[src/rtl/bfly_fabric.sv]
module bfly_fabric #(
  parameter int N  = 8,
  parameter int DW = 8
) (
  input  logic                   clk,
  input  logic                   rst_n,
  input  logic [N-1:0]           in_valid,
  input  logic [N*DW-1:0]        in_data,
  input  logic [N*$clog2(N)-1:0] in_dest,
  output logic [N-1:0]           out_valid,
  output logic [N*DW-1:0]        out_data,
  output logic                   out_conflict
);
  localparam int S = $clog2(N);

  logic [N-1:0]  sv [S];
  logic [DW-1:0] sd [S][N];
  logic [S-1:0]  st [S][N];

  logic [N-1:0]  nv [S];
  logic [DW-1:0] nd [S][N];
  logic [S-1:0]  nt [S][N];
  logic [N-1:0]  hit [S];

  logic [N-1:0]  rv [S];
  logic [DW-1:0] rd [S][N];
  logic [S-1:0]  rt [S][N];
  logic [S-1:0]  rc;

  always_comb begin
    for (int j = 0; j < N; j++) begin
      sv[0][j] = in_valid[j];
      sd[0][j] = in_data[j*DW +: DW];
      st[0][j] = S'(j) ^ in_dest[j*S +: S];
    end
    for (int k = 1; k < S; k++) begin
      sv[k] = rv[k-1];
      sd[k] = rd[k-1];
      st[k] = rt[k-1];
    end
  end

  always_comb begin
    for (int k = 0; k < S; k++) begin
      for (int j = 0; j < N; j++) begin
        int   p;
        logic own_ok, par_ok, take_par;
        p        = j ^ (1 << k);
        own_ok   = sv[k][j] & ~st[k][j][k];
        par_ok   = sv[k][p] &  st[k][p][k];
        take_par = par_ok & (~own_ok | (p < j));
        nv[k][j]  = own_ok | par_ok;
        nd[k][j]  = take_par ? sd[k][p] : sd[k][j];
        nt[k][j]  = take_par ? st[k][p] : st[k][j];
        hit[k][j] = own_ok & par_ok;
      end
    end
  end

  always_ff @(posedge clk) begin
    if (!rst_n) begin
      for (int k = 0; k < S; k++) rv[k] <= '0;
      rc <= '0;
    end else begin
      for (int k = 0; k < S; k++) begin
        rv[k] <= nv[k];
        rd[k] <= nd[k];
        rt[k] <= nt[k];
      end
      rc[0] <= |hit[0];
      for (int k = 1; k < S; k++) rc[k] <= rc[k-1] | (|hit[k]);
    end
  end

  always_comb
    for (int j = 0; j < N; j++) out_data[j*DW +: DW] = rd[S-1][j];

  assign out_valid    = rv[S-1];
  assign out_conflict = rc[S-1];

  for (genvar k = 0; k < S; k++) begin : g_chk

    no_gain_chk: assert property (@(posedge clk) disable iff (!rst_n)
      $countones(rv[k]) <= $past($countones(sv[k])));

    no_silent_loss_chk: assert property (@(posedge clk) disable iff (!rst_n)
      !(|hit[k]) |=> $countones(rv[k]) == $past($countones(sv[k])));

    hit_flag_chk: assert property (@(posedge clk) disable iff (!rst_n)
      (|hit[k]) |=> rc[k]);
    if (k > 0) begin : g_keep

      flag_carry_chk: assert property (@(posedge clk) disable iff (!rst_n)
        rc[k-1] |=> rc[k]);
    end
  end
endmodule

[config.mk]
export PLATFORM = sky130hd
export DESIGN_NAME = bfly_fabric
export DESIGN_NICKNAME = d
export VERILOG_FILES = /design/src/rtl/bfly_fabric.sv
export SDC_FILE = /design/constraint.sdc
export NUM_CORES = 1
export LEC_CHECK = 0
export CAP_MARGIN = 15
export CORE_ASPECT_RATIO = 1.75
export CORE_MARGIN = 2
export CORE_UTILIZATION = 45
export DETAILED_ROUTE_END_ITERATION = 8
export DONT_BUFFER_PORTS = 1
export GPL_ROUTABILITY_DRIVEN = 0
export PLACE_DENSITY = 0.69
export SLEW_MARGIN = 10
export SYNTH_ARGS = -nofsm -noshare
export SYNTH_HDL_FRONTEND = slang
export SYNTH_SLANG_ARGS = --single-unit
[constraint.sdc]
create_clock -name clk -period 1.63 [get_ports clk]
set_input_delay 0.0815 -clock clk [delete_from_list [all_inputs] [get_ports clk]]
set_output_delay 0.0815 -clock clk [all_outputs]
set_load 0.01 [all_outputs]
==> flow_summary.yaml <==
status:
  outcome: "finished, violations left"
  violations: "negative hold slack"
logic_synthesis:
  synth_fa_ha_area_share_pct: 0
  ys_top_cells_by_area: "edfxtp_1 57%, mux2_4 14%, mux2_2 10%, buf_4 4.7%, dfxtp_1 4.7%"
  synthCells: 661
  synth-warning-count: 0
  yosys.area_share.xor_xnor_pct: 0.922
  synth_top_family_by_area: "multiplexers"
  synth_edf_count: 216
  synthMuxAreaShare_pct: 24.7
  syn_area_sq_mm: 0.0114
  synth_simple_gate_area_share_pct: 4.96
  synth-compound-area-share_pct: 1.39
  ys.flop_type: "edfxtp_1"
  synthArstFlopShare_pct: 0
  mappedNetlistNets: 759
  yosysUniqueCellTypes: 22
  synth_area_leader_cell: "edfxtp_1"
  yosysSeqAreaShare_pct: 61.7
  synth.avg_cell_area_sq_um: 17.2
  yosysTopAreaCellShare_pct: 56.9
  yosys_register_bits: 243
sta:
  setup_viol: 0
  worstMarginPinSlew_ns: 0.648
  slew_viol_final: 0
  setup_tns_ns: 0
  clock-skew-final_ns: 0.0195
  maxSlewHeadroom_pct: 56.7
  hold_violations: 120
  whs_ns: -0.318
  setup_ws_ns: 0.0880
  grt_setup_unrepaired: "no"
  layout_min_cycle_time_ns: 1.54
  post-route-period-util_pct: 94.6
  fmax_ghz: 0.649
clock_network:
  ctsHtreeMaxLevel: 1
  clkSlewWorstSetupHoldPaths_ns: 0.07
  cts_tree: "yes"
  clk_latency_ns: 0.52
  cts-root-buf: "clkbuf_16"
  cts_resized: 0
  cts_buffers: 22
  cts_buffer_depth: 3
  cts_hold_buf: 119
  clock_sinks: 243
cells_and_area:
  syn_to_final_growth_pct: 15.8
  final_util_pct: 52.7
  drive_above_1_share_pct: 39.2
  postLayoutCellArea_sq_mm: 0.0132
  layout.nets: 830
  antenna_cells: 0
  fillCellCount: 2047
setup_path:
  cp-start-kind: "primary input"
  endpoint_kind: "flip-flop"
  cp_max_fo: 2
  slowest_stage: "dlygate4sd3_1"
  worstPathRequired_ns: 2.07
  worstPathCellList: "dlygate4sd3_1 -> nand2b_4 -> dlygate4sd3_1 -> a21oi_1 -> dlygate4sd3_1"
  cp.arrival_ns: 1.99
  crit_top_cell: "dlygate4sd3_1"
  critical_path_class: "primary input to flip-flop"
  max_stage_delay_ns: 0.60
route:
  wl_met1_mm: 7.79
  via_count: 5600
  routed_wl_mm: 25.2
  drc: 0
  wl_met3_mm: 1.03
  ant_nets: 0
  routedWlPerCell_um: 23.6
  viasPerCell: 5.26
  drt_first_pass_iters: 4
  route.met2.wl_mm: 14.9
  highest_layer: "met4"
  drtIter0Drc: 287
floorplan:
  ios: 171
  start_util_pct: 45.5
  core-area_sq_mm: 0.0250
  die_h_um: 214
  rows: 77
  die_x_um: 124
  die-area_sq_mm: 0.0267
global_route:
  grt_pass1_wl_mm: 36.9
  grt.total_usage_pct: 18.6
  antenna_found_initial: 0
  grt_max_degree: 218
  grt_pass1_vias: 6228
  grt.overflow.total: 0
placement:
  hpwlAfterDp_mm: 17.4
  dp_slack_ns: 0.104
  portBuffers: 0
  place_area_sq_mm: 0.0112
job:
  cap_violations: 0
pwr:
  p_leak_nw: 4.86
  power_density_mw_per_mm2: 1090
  ir_worst_vdd_mv: 0.660
hold_path:
  hp-class: "primary input to flip-flop"
power breakdown:
part	switching [mW]	internal, mW	total (mW)	leakage [nW]
Clock	2.21	2.86	5.08	0.348
Sequential	0.404	7.44	7.85	2.34
Combinational	0.511	0.940	1.45	2.18
area by class of cell:
class                      instances  area (sq um)  area share [%]
sequential                       243          7030            53.3
multi-input combinational        327          3640            27.6
timing repair buffer             137          1400            10.6
clock buffer                      30           663            5.03
tap                              316           395            3.00
clock inverter                    10          58.8           0.446
inverter                           1          3.75          0.0285
path summary, 6_finish.rpt:
kind / from / end / slack, ns / depth (start not counted)
hold / removal: rst_n / rd[0][12] / -0.32 / 0
hold reg to reg: rv[0][6] / rv[0][14] / 0.50 / 2
setup / recovery: in_valid[0] / rv[0][0] / 0.09 / 5
setup reg to reg: rt[0][22] / rd[0][123] / 0.10 / 3
critical path, delay by kind of cell:
kind / cells / cell delay (ns)
buffers and inverters: 3 / 1.72
AOI/OAI and AO/OA: 1 / 0.12
and+or+nand+nor: 1 / 0.06
logic make-up (layout without fill, tap and decap cells):
kind of cell	count (synthesis)	after routing
XOR/XNOR	12	12
flip-flops	243	243
AND/OR/NAND/NOR	70	70
AO/OA/AOI/OAI	29	29
buffers and inverters	91	178
multiplexers	216	216
per-layer routing:
layer | vias up | GRT usage, %
met5 | - | 0
met2 | 200 | 38.3
met3 | 59 | 2.79
met4 | 0 | 10.3
met1 | 2794 | 16.5
li1 | 2547 | -
cells in the final DEF (no fill, tap or decap):
cell type and n:
inv_4 1, clkbuf_1 2, xor2_1 8, nand2b_4 12
nor2b_4 12, a41oi_1 3, mux2i_1 8, buf_12 6
edfxtp_1 216, dfxtp_1 27, nand3_1 10, clkbuf_16 24
nand2b_1 12, a21oi_1 24, clkinvlp_4 3, a31oi_1 2
mux2_2 104, xnor2_1 4, nand2_2 8, mux2_4 104
nand2_1 16, clkbuf_8 4, buf_4 12, clkinv_4 1
clkinv_2 2, dlygate4sd3_1 119, clkinv_1 4
per-stage QoR:
stage | cells | total power [mW]
5_1_grt | 1064 | 14.9
3_3_place_gp | 900 | 9.10
4_1_cts | 1059 | 14.5
2_1_floorplan | 661 | 8.92
6_report | 1064 | 14.4
3_5_place_dp | 900 | 9.15
what timing repair did:
action,in CTS,in global routing
endpoints found under the hold margin,308,216
endpoints found under the setup margin,0,2
setup buffers,0,5
flip-flops by register name, indices dropped and copies added, names as in the netlist:
name  count
rc        3
rt       24
rd      192
rv       24
cells in the mapped netlist (all sizes together) (4+ instances only):
library cell / instances
mux2: 208
xnor2: 4
dfxtp: 27
nand2b: 24
edfxtp: 216
nand3: 10
xor2: 8
buf: 88
nor2b: 12
mux2i: 8
a21oi: 24
nand2: 24
No activity file was read; power rests on OpenSTA's default activity.
